<file path="config.mk">
export PLATFORM = sky130hd
export DESIGN_NAME = spi_fifo_master
export DESIGN_NICKNAME = d
export VERILOG_FILES = /design/src/rtl/spi_fifo_pkg.sv /design/src/rtl/spi_sync_fifo.sv /design/src/rtl/spi_shift_engine.sv /design/src/rtl/spi_fifo_master.sv
export SDC_FILE = /design/constraint.sdc
export NUM_CORES = 1
export LEC_CHECK = 0
export ABC_AREA = 0
export ABC_CLOCK_PERIOD_IN_PS = 9900
export BUFFER_PORTS_ARGS = -buffer_cell sky130_fd_sc_hd__buf_2
export CAP_MARGIN = 20
export CORE_MARGIN = 4
export CORE_UTILIZATION = 30
export CTS_BUF_LIST = sky130_fd_sc_hd__clkbuf_16
export CTS_CLUSTER_SIZE = 28
export DETAILED_ROUTE_END_ITERATION = 7
export PLACE_DENSITY = 0.41
export SETUP_SLACK_MARGIN = 0.4
export SLEW_MARGIN = 25
export SYNTH_ARGS = -nofsm -noshare
export SYNTH_HDL_FRONTEND = slang
export SYNTH_HIERARCHICAL = 1
export SYNTH_SLANG_ARGS = --single-unit
</file>
<file path="constraint.sdc">
create_clock -name clk -period 9.9 [get_ports clk]
set_input_delay 0 -clock clk [delete_from_list [all_inputs] [get_ports clk]]
set_output_delay 0 -clock clk [all_outputs]
set_load 0.01 [all_outputs]
</file>
<file path="src/rtl/spi_fifo_pkg.sv">
package spi_fifo_pkg;
  localparam logic [2:0] A_CTRL   = 3'd0;
  localparam logic [2:0] A_FRAMES = 3'd1;
  localparam logic [2:0] A_DIV    = 3'd2;
  localparam logic [2:0] A_EN     = 3'd3;
  localparam logic [2:0] A_SEL    = 3'd4;
  localparam logic [2:0] A_STAT   = 3'd5;
  localparam logic [2:0] A_TX     = 3'd6;
  localparam logic [2:0] A_RX     = 3'd7;

  typedef enum logic [1:0] {ST_IDLE, ST_LOAD, ST_SHIFT} eng_state_e;

  typedef struct packed {
    logic wide;
    logic cpha;
    logic cpol;
  } spi_ctrl_t;
endpackage

</file>
<file path="src/rtl/spi_sync_fifo.sv">
module spi_sync_fifo #(
  parameter int unsigned W     = 16,
  parameter int unsigned DEPTH = 32
) (
  input  logic         clk,
  input  logic         rst_n,
  input  logic         push,
  input  logic [W-1:0] push_data,
  input  logic         pop,
  output logic [W-1:0] head,
  output logic         full,
  output logic         empty
);
  localparam int unsigned AW = $clog2(DEPTH);

  logic [W-1:0] mem [DEPTH];
  logic [AW:0]  wr_q, wr_d, rd_q, rd_d;
  logic         do_push, do_pop;

  assign full    = (wr_q[AW] != rd_q[AW]) && (wr_q[AW-1:0] == rd_q[AW-1:0]);
  assign empty   = (wr_q == rd_q);
  assign do_push = push && !full;
  assign do_pop  = pop && !empty;
  assign head    = mem[rd_q[AW-1:0]];

  always_comb begin
    wr_d = do_push ? wr_q + {{AW{1'b0}}, 1'b1} : wr_q;
    rd_d = do_pop  ? rd_q + {{AW{1'b0}}, 1'b1} : rd_q;
  end

  always_ff @(posedge clk or negedge rst_n) begin
    if (!rst_n) begin
      wr_q <= '0;
      rd_q <= '0;
    end else begin
      wr_q <= wr_d;
      rd_q <= rd_d;
    end
  end

  always_ff @(posedge clk) begin
    if (do_push) mem[wr_q[AW-1:0]] <= push_data;
  end
endmodule

</file>
<file path="src/rtl/spi_shift_engine.sv">
module spi_shift_engine
  import spi_fifo_pkg::*;
#(
  parameter int unsigned DW = 16,
  parameter int unsigned CW = 16,
  parameter int unsigned FW = 16
) (
  input  logic          clk,
  input  logic          rst_n,
  input  logic          enable,
  input  logic          cpol,
  input  logic          cpha,
  input  logic          wide,
  input  logic [CW-1:0] div,
  input  logic [FW-1:0] frames_m1,
  input  logic          tx_empty,
  input  logic [DW-1:0] tx_data,
  output logic          tx_pop,
  input  logic          rx_full,
  output logic          rx_push,
  output logic [DW-1:0] rx_word,
  output logic          sclk,
  output logic          mosi,
  input  logic          miso,
  output logic          busy
);
  localparam int unsigned EW = $clog2(2 * DW);
  localparam logic [FW:0] ONE_F = {{FW{1'b0}}, 1'b1};

  eng_state_e    state_q, state_d;
  logic [CW-1:0] cnt_q, cnt_d, half;
  logic [EW-1:0] ecnt_q, ecnt_d, last_e;
  logic [FW:0]   left_q, left_d;
  logic [DW-1:0] tx_sh_q, tx_sh_d, rx_sh_q, rx_sh_d, ld_word;
  logic          sclk_q, sclk_d, mosi_q, mosi_d, en_prev_q;
  logic          tick, lead, last_hit, launch, sample;

  assign half     = (div[CW-1:1] == '0) ? CW'(1) : CW'(div[CW-1:1]);
  assign tick     = (div != '0) && (cnt_q == half - CW'(1));
  assign last_e   = wide ? EW'(2 * DW - 1) : EW'(DW - 1);
  assign last_hit = (ecnt_q == last_e);
  assign lead     = ~ecnt_q[0];
  assign ld_word  = wide ? tx_data : (tx_data << (DW / 2));

  always_comb begin
    state_d = state_q;
    cnt_d   = cnt_q;
    ecnt_d  = ecnt_q;
    left_d  = left_q;
    tx_sh_d = tx_sh_q;
    rx_sh_d = rx_sh_q;
    sclk_d  = sclk_q;
    mosi_d  = mosi_q;
    tx_pop  = 1'b0;
    rx_push = 1'b0;
    launch  = 1'b0;
    sample  = 1'b0;
    unique case (state_q)
      ST_IDLE: begin
        sclk_d = cpol;
        if (enable && !en_prev_q) begin
          left_d  = {1'b0, frames_m1} + ONE_F;
          state_d = ST_LOAD;
        end
      end
      ST_LOAD: begin
        if (!tx_empty && !rx_full) begin
          tx_pop = 1'b1;
          cnt_d  = '0;
          ecnt_d = '0;
          if (!cpha) begin
            mosi_d  = ld_word[DW-1];
            tx_sh_d = ld_word << 1;
          end else begin
            tx_sh_d = ld_word;
          end
          state_d = ST_SHIFT;
        end
      end
      ST_SHIFT: begin
        if (div != '0) begin
          if (tick) begin
            cnt_d  = '0;
            sclk_d = ~sclk_q;
            launch = cpha ? lead : (!lead && !last_hit);
            sample = cpha ? !lead : lead;
            if (launch) begin
              mosi_d  = tx_sh_q[DW-1];
              tx_sh_d = tx_sh_q << 1;
            end
            if (sample) rx_sh_d = {rx_sh_q[DW-2:0], miso};
            if (last_hit) begin
              rx_push = 1'b1;
              left_d  = left_q - ONE_F;
              state_d = (left_q == ONE_F) ? ST_IDLE : ST_LOAD;
            end else begin
              ecnt_d = ecnt_q + EW'(1);
            end
          end else begin
            cnt_d = cnt_q + CW'(1);
          end
        end
      end
      default: state_d = ST_IDLE;
    endcase
    if (!enable) begin
      state_d = ST_IDLE;
      sclk_d  = cpol;
    end
  end

  assign rx_word = wide ? rx_sh_d : {{(DW / 2){1'b0}}, rx_sh_d[DW/2-1:0]};
  assign sclk    = sclk_q;
  assign mosi    = mosi_q;
  assign busy    = (state_q != ST_IDLE);

  always_ff @(posedge clk or negedge rst_n) begin
    if (!rst_n) begin
      state_q   <= ST_IDLE;
      cnt_q     <= '0;
      ecnt_q    <= '0;
      left_q    <= '0;
      tx_sh_q   <= '0;
      rx_sh_q   <= '0;
      sclk_q    <= 1'b0;
      mosi_q    <= 1'b0;
      en_prev_q <= 1'b0;
    end else begin
      state_q   <= state_d;
      cnt_q     <= cnt_d;
      ecnt_q    <= ecnt_d;
      left_q    <= left_d;
      tx_sh_q   <= tx_sh_d;
      rx_sh_q   <= rx_sh_d;
      sclk_q    <= sclk_d;
      mosi_q    <= mosi_d;
      en_prev_q <= enable;
    end
  end
endmodule

</file>
<file path="src/rtl/spi_fifo_master.sv">
module spi_fifo_master
  import spi_fifo_pkg::*;
#(
  parameter int unsigned DATA_W     = 16,
  parameter int unsigned FIFO_DEPTH = 32,
  parameter int unsigned CS_N       = 4,
  parameter int unsigned DIV_W      = 16,
  parameter int unsigned FRAME_W    = 16
) (
  input  logic              clk,
  input  logic              rst_n,
  input  logic [2:0]        bus_addr,
  input  logic [DATA_W-1:0] bus_wdata,
  input  logic              bus_we,
  input  logic              bus_re,
  output logic [DATA_W-1:0] bus_rdata,
  output logic              sclk,
  output logic              mosi,
  input  logic              miso,
  output logic [CS_N-1:0]   cs_n
);
  logic [1:0]         rs_q;
  logic               rst_sn;
  spi_ctrl_t          ctrl_q, ctrl_d;
  logic [FRAME_W-1:0] frames_q, frames_d;
  logic [DIV_W-1:0]   div_q, div_d;
  logic               en_q, en_d;
  logic [CS_N-1:0]    sel_q, sel_d, sel_wr;
  logic [DATA_W-1:0]  rdata_q, rdata_d;
  logic               cfg_wr, tx_push, rx_pop, busy;
  logic               tx_full, tx_empty, tx_pop, rx_full, rx_empty, rx_push;
  logic [DATA_W-1:0]  tx_head, rx_head, rx_word;

  always_ff @(posedge clk or negedge rst_n) begin
    if (!rst_n) rs_q <= '0;
    else        rs_q <= {rs_q[0], 1'b1};
  end
  assign rst_sn = rs_q[1];

  assign cfg_wr  = bus_we && !en_q;
  assign sel_wr  = bus_wdata[CS_N-1:0];
  assign tx_push = bus_we && (bus_addr == A_TX);
  assign rx_pop  = bus_re && (bus_addr == A_RX);

  always_comb begin
    ctrl_d   = (cfg_wr && bus_addr == A_CTRL)   ? spi_ctrl_t'(bus_wdata[2:0]) : ctrl_q;
    frames_d = (cfg_wr && bus_addr == A_FRAMES) ? bus_wdata[FRAME_W-1:0]      : frames_q;
    div_d    = (cfg_wr && bus_addr == A_DIV)    ? bus_wdata[DIV_W-1:0]        : div_q;
    en_d     = (bus_we && bus_addr == A_EN)     ? bus_wdata[0]                : en_q;
    sel_d    = sel_q;
    if (bus_we && bus_addr == A_SEL && ((sel_wr & (sel_wr - CS_N'(1))) == '0))
      sel_d = sel_wr;
  end

  always_comb begin
    unique case (bus_addr)
      A_CTRL:   rdata_d = DATA_W'(ctrl_q);
      A_FRAMES: rdata_d = DATA_W'(frames_q);
      A_DIV:    rdata_d = DATA_W'(div_q);
      A_EN:     rdata_d = DATA_W'(en_q);
      A_SEL:    rdata_d = DATA_W'(sel_q);
      A_STAT:   rdata_d = DATA_W'({rx_empty, tx_full, busy});
      A_RX:     rdata_d = rx_empty ? '0 : rx_head;
      default:  rdata_d = '0;
    endcase
  end

  always_ff @(posedge clk or negedge rst_sn) begin
    if (!rst_sn) begin
      ctrl_q   <= '0;
      frames_q <= '0;
      div_q    <= '0;
      en_q     <= 1'b0;
      sel_q    <= '0;
      rdata_q  <= '0;
    end else begin
      ctrl_q   <= ctrl_d;
      frames_q <= frames_d;
      div_q    <= div_d;
      en_q     <= en_d;
      sel_q    <= sel_d;
      if (bus_re) rdata_q <= rdata_d;
    end
  end

  assign bus_rdata = rdata_q;
  assign cs_n      = ~sel_q;

  spi_sync_fifo #(.W(DATA_W), .DEPTH(FIFO_DEPTH)) u_txq (
    .clk(clk), .rst_n(rst_sn), .push(tx_push), .push_data(bus_wdata),
    .pop(tx_pop), .head(tx_head), .full(tx_full), .empty(tx_empty)
  );

  spi_sync_fifo #(.W(DATA_W), .DEPTH(FIFO_DEPTH)) u_rxq (
    .clk(clk), .rst_n(rst_sn), .push(rx_push), .push_data(rx_word),
    .pop(rx_pop), .head(rx_head), .full(rx_full), .empty(rx_empty)
  );

  spi_shift_engine #(.DW(DATA_W), .CW(DIV_W), .FW(FRAME_W)) u_eng (
    .clk(clk), .rst_n(rst_sn), .enable(en_q),
    .cpol(ctrl_q.cpol), .cpha(ctrl_q.cpha), .wide(ctrl_q.wide),
    .div(div_q), .frames_m1(frames_q),
    .tx_empty(tx_empty), .tx_data(tx_head), .tx_pop(tx_pop),
    .rx_full(rx_full), .rx_push(rx_push), .rx_word(rx_word),
    .sclk(sclk), .mosi(mosi), .miso(miso), .busy(busy)
  );
endmodule

</file>
### Word-level counts from Yosys, hierarchy flattened

Memories as Yosys holds them, arrays and structs flattened.
Cells that the tools add are included.

| operators by class | value |
|---|---|
| add/subtract/negate cells | 10 |
| multipliers | 0 |
| divide/modulo/power cells | 0 |
| magnitude comparators | 0 |
| equal/unequal tests | 32 |
| shift operators | 0 |
| multiplexer cells | 60 |
| bitwise gates (word level) | 4 |
| reductions and logical operators | 41 |

Operators by type and width:

| cell | number |
|---|---|
| 16-bit two-way mux | 15 |
| 16-bit case mux with 7 select lines | 1 |
| 17-bit two-way mux | 4 |
| 16-bit case mux with 2 select lines | 2 |
| 17-bit case mux with 2 select lines | 1 |
| 5-bit two-way mux | 5 |
| 6-bit by 1-bit adder with 6-bit output (second input constant) | 4 |
| 1-bit two-way mux | 21 |
| 5-bit AND reduction | 4 |
| 1-bit logical AND | 19 |
| 16-bit by 1-bit adder with 17-bit output (second input constant) | 1 |
| 17-bit by 1-bit == test with 1-bit output (second input constant) | 1 |
| 17-bit by 1-bit subtractor with 17-bit output (second input constant) | 1 |
| 16-bit by 1-bit adder with 16-bit output (second input constant) | 1 |
| 16-bit == test | 1 |
| 16-bit nonzero test | 1 |
| 16-bit by 1-bit subtractor with 16-bit output (second input constant) | 1 |
| 5-bit == test | 3 |
| 15-bit logical NOT | 1 |
| 15-bit two-way mux | 1 |
| 3-bit by 2-bit != test with 1-bit output (second input constant) | 5 |
| 3-bit == test (second input constant) | 4 |
| 6-bit == test | 2 |
| 2-bit two-way mux | 6 |
| 23 further kinds | 42 |

| storage, ports and cells | value |
|---|---|
| register bits after elaboration | 157 |
| latch bits | 0 |
| bits in writable memories | 1024 |
| bits in read-only memories | 0 |
| output and inout port bits | 22 |
| word-level logic and storage cells | 171 |
| memories | 2 |

Memory list:

| name | words | width | rd ports | clocked after Yosys merged registers in | wr ports | line | source |
|---|---|---|---|---|---|---|---|
| u_rxq.mem | 32 | 16 | 1 | 0 | 1 | spi_sync_fifo.sv:16 | `logic [W-1:0] mem [DEPTH];` |
| u_txq.mem | 32 | 16 | 1 | 0 | 1 | spi_sync_fifo.sv:16 |  |

### Logic depth before layout (Yosys ltp)

| depth | value |
|---|---|
| word-level depth | 11 |
| depth in mapped cells | 16 |
| gate-level depth less buffers | 13 |

### By module

Netlist, hierarchy kept.

Modules (own cells, without submodules):

| module | times used | cells each | area an instance (sq um) |
|---|---|---|---|
| spi_sync_fifo at u_txq | 1 | 971 | 20274.4 |
| spi_sync_fifo at u_rxq | 1 | 880 | 20030.5 |
| spi_shift_engine | 1 | 589 | 5434.0 |
| spi_fifo_master | 1 | 234 | 2805.2 |

### Worst setup path after synthesis

Ideal clock, no wire load.

| timing path | value |
|---|---|
| path type | register to register |
| start point | register div_q[11] |
| end point | memory u_rxq.mem[31][0], enable pin |
| library setup time | 0.388 ns |
| arrival time | 4.234 ns |
| required time | 9.512 ns |
| path slack | 5.277 ns |
| cell stages (with the launch flop) | 15 |
| buffers on the path | 1 |
| period minus slack after synthesis | 4.623 ns |
| cell sequence | dfrtp_1 -> or4_4 -> buf_6 -> nor3_4 -> a21oi_1 -> ha_1 -> nor3b_2 -> and3b_1 -> o41ai_1 -> a21o_1 -> nand4_1 -> nor4_1 -> a21boi_4 -> nand2_2 -> nor2_1 |

| on the way | value |
|---|---|
| cells in the longest elaborated chain, start to end | 11 |

RTL lines:

| element | line | source |
|---|---|---|
| from (decl) | spi_fifo_master.sv:26 | `logic [DIV_W-1:0] div_q, div_d;` |
| from (signal assigned) | spi_fifo_master.sv:79 | `div_q <= div_d;` |
| 15-bit logical NOT | spi_shift_engine.sv:38 | `assign half = (div[CW-1:1] == '0) ? CW'(1) : CW'(div[CW-1:1]);` |
| 15-bit two-way mux | spi_shift_engine.sv:38 |  |
| 16-bit by 1-bit subtractor with 16-bit output | spi_shift_engine.sv:39 | `assign tick = (div != '0) && (cnt_q == half - CW'(1));` |
| 16-bit == test | spi_shift_engine.sv:39 |  |
| 1-bit logical AND | spi_shift_engine.sv:39 |  |
| 1-bit two-way mux | spi_shift_engine.sv:82 | `if (tick) begin` |
| 1-bit two-way mux * | spi_shift_engine.sv:81 | `if (div != '0) begin` |
| 1-bit two-way mux * | spi_shift_engine.sv:58 | `unique case (state_q)` |
| via rx_push | spi_fifo_master.sv:31 | `logic tx_full, tx_empty, tx_pop, rx_full, rx_empty, rx_push;` |
| 1-bit logical AND * | spi_sync_fifo.sv:22 | `assign do_push = push && !full;` |
| 1-bit two-way mux * | spi_sync_fifo.sv:42 | `if (do_push) mem[wr_q[AW-1:0]] <= push_data;` |
| 1-bit two-way mux (not written as such) * | spi_sync_fifo.sv:42 |  |
| to (decl) | spi_sync_fifo.sv:16 |  |

The timed path passes the listed nets; every way through them passes the cells marked *.

### Final worst setup path

| timing path | value |
|---|---|
| start point | register div_q[5] |
| end point | memory u_rxq.mem[12][0], enable pin |

The elaborated chain is that of the path after synthesis.

==> impl_metrics.tcl <==
set metrics [dict create \
    vias 25148 \
    p_per_area_nw_per_um2 246 \
    ios 46 \
    grt_pass1_wl_um 191000 \
    synth_area_um2 48500 \
    synth-seq-area-share_pct 71.4 \
    multi_input_area_um2 12700 \
    fin_crit_ns 6.05 \
    yosysTopAreaCellShare_pct 63.3 \
    worstSetupPathType "register to register" \
    fp-row-count 147 \
    drv_slew 0 \
    track_usage_pct 15.7 \
    core_area_um2 161000 \
    hold_class "input pin to register" \
    wl_per_cell_um 26.0 \
    hold_violations 0 \
    via_per_inst 4.93 \
    critPathRequiredTime_ns 10.34 \
    gp_congestion 0.821 \
    synth_common_cells "edfxtp_1 (1024), mux4_2 (224), dfrtp_1 (157), nor2_1 (135), mux2i_1 (111)" \
    nFillCells 15282 \
    initial_core_util_pct 30.2 \
    placed_area_um2 51300 \
    clockBufferDepth 3 \
    async_reset_ff_share_pct 13.3 \
    cts_made_buffers 138 \
    finalInstanceArea_um2 55800 \
    max_slew.worst_pin.slew_ns 1.01 \
    setup_viol 0 \
    max-slew-margin-rel_pct 32.4 \
    finalCritPeriodShare_pct 61.1 \
    fmaxAchievable_mhz 165 \
    antenna_found_initial 8 \
    post_cts.repair.setup_buffers 0 \
    synth_seq_cells 1181 \
    skew_ns 0.0323 \
    drc 0 \
    yosysUniqueCellTypes 99 \
    status "complete, no violations" \
    wl_um 133000 \
    syn_nets 2719 \
    dp_hpwl_um 82600 \
    start_kind "register" \
    drive_above_1_share_pct 23.4 \
    cts.htree.levels 4 \
    ys_warn_count 6 \
    cts.sinks 1181 \
    grt_max_degree 95 \
    cp-end-kind "register" \
    final.setup.tns_ns 0 \
    overflow 0 \
    arrival_ns 6.49 \
    final-seq-area_um2 34700 \
    clk_pin_slew_ns 0.06 \
    drv_cap 0 \
    drt_first_pass_iters 5 \
    worstSkewPairLatency_ns 0.76 \
    ir_drop_mv 0.169 \
    cts_tree "yes" \
    ant_nets 0 \
    grt_pass1_vias 25954 \
    area_growth_pct 15.0 \
    die_w_um 410 \
    p_leak_nw 18.3 \
    drt-initial-drc-count 2226 \
    cts_root_buf "clkbuf_16" \
    io_buffers 45 \
    yosysMostFrequentCell "edfxtp_1" \
    synth_top_cell_by_area "edfxtp_1" \
    syn_inst 2674 \
    synth-edff-count 1024 \
    nNetsFinal 2873 \
    postSynthAreaPerCell_um2 18.2 \
    die-area_um2 168000 \
    cp_max_fo 10 \
    synth_ff_type "edfxtp_1" \
    die_h_um 410 \
    rsz0062_at_grt "false" \
    synthTopCellsByArea "edfxtp_1 (63%), mux4_2 (10%), dfrtp_1 (8.1%), mux2i_1 (2.3%), o22ai_1 (1.3%)" \
]
[cell usage in the layout (no fill, tap or decap), drive strengths merged, types with 5 or more instances in the layout]
cell type and count:
o221ai 16, mux2i 111, a31oi 7, edfxtp 1024, buf 147, xor2 32
a211oi 37, or3b 5, dlygate4sd3 27, nand2 76, and2 15, o22ai 101
o211ai 6, mux4 224, clkbuf 139, bufinv 7, or3 12, o221a 7
a22oi 29, nand4 23, clkinv 58, xnor2 40, diode 5, mux2 63
nor4 34, a21oi 39, inv 96, a22o 15, nor2b 9, and3 14
nand3 33, nand3b 13, a21o 6, o21ai 48, ha 21, dfrtp 157
o211a 6, nor2 135, nor3 39
[layer usage]
layer / track usage (%) / vias up / share of wire (%)
met2: 25.9 / 519 / 49
met5: 0 / - / 0.016
met4: 4.40 / 4 / 2.5
met3: 2.88 / 166 / 4.2
met1: 21.3 / 13329 / 45
li1: - / 11130 / -
[cell type report]
class	instances	area share (%)
clock buffer	139	6.23
tap	2160	4.84
antenna	5	0.0224
clock inverter	111	1.40
multi-input combinational	1281	22.7
timing repair buffer	174	2.28
inverter	52	0.350
sequential	1181	62.1
[kinds of logic (layout without fill, tap and decap cells)]
family | Yosys count | count (layout) | synth area share (%)
compound gates | 355 | 355 | 5.08
xor+xnor | 72 | 72 | 1.31
fa+ha+maj | 22 | 22 | 0.562
buf+inv | 212 | 476 | 2.45
flops | 1181 | 1181 | 71.4
mux | 398 | 398 | 14.3
other cells | 1 | 6 | 0.00772
simple gates | 433 | 433 | 4.85
[final timing paths]
path / from / endpoint / slack [ns] / cells after the start
max: div_q[5]$_DFFE_PN0P_ / u_rxq/mem[12][0]$_DFFE_PP_ / 3.85 / 14
min: miso / u_eng/rx_sh_q[0]$_DFF_PN0_ / 0.08 / 2
max reg2reg: div_q[5]$_DFFE_PN0P_ / u_rxq/mem[12][0]$_DFFE_PP_ / 3.85 / 14
min reg2reg: rs_q[1]$_DFF_PN0_ / u_eng/state_q[0]$_DFFE_PN0P_ / 0.34 / 0
max in group asynchronous: rs_q[1]$_DFF_PN0_ / u_txq/rd_q[1]$_DFFE_PN0P_ / 7.45 / 2
min in group asynchronous: rst_n / rs_q[1]$_DFF_PN0_ / 0.09 / 3
[worst max-delay path: stages, from the launching register on]
cell	delay, ns
dfrtp_1	0.49
or4_4	0.63
nor3_4	0.35
a21oi_1	0.12
ha_1	0.26
nor3b_2	0.21
and3b_1	0.21
o41ai_1	0.36
a21o_1	0.17
nand4_1	0.36
nor4_1	0.80
a21boi_4	0.48
nand2_2	0.29
nor2_1	0.67
buf_4	0.33
[repair_timing]
item                                    CTS  global route
endpoints found under the hold margin   564             0
hold buffers                             27             0
gates resized for setup                   0             0
endpoints found under the setup margin    0             0
[through the flow]
stage	hold slack [ns]	setup WS [ns]	instances	util [%]	total power, mW
after floorplan	-0.296	5.20	2674	-	8.09
after global placement	-0.214	4.10	4821	31.9	9.11
after detailed placement	-0.214	3.98	4821	31.9	9.13
after CTS	0.0308	3.93	5098	34.7	14.0
after global routing	0.0802	3.62	5098	34.7	14.4
final	0.0764	3.85	5103	34.7	13.7
[report_power, final]
part	internal [mW]	switching [mW]	total [mW]
combinational	1.23	1.82	3.06
clock	2.74	2.02	4.77
sequential	5.54	0.363	5.91
total	9.52	4.21	13.7
(Power assumes the default switching activity.)
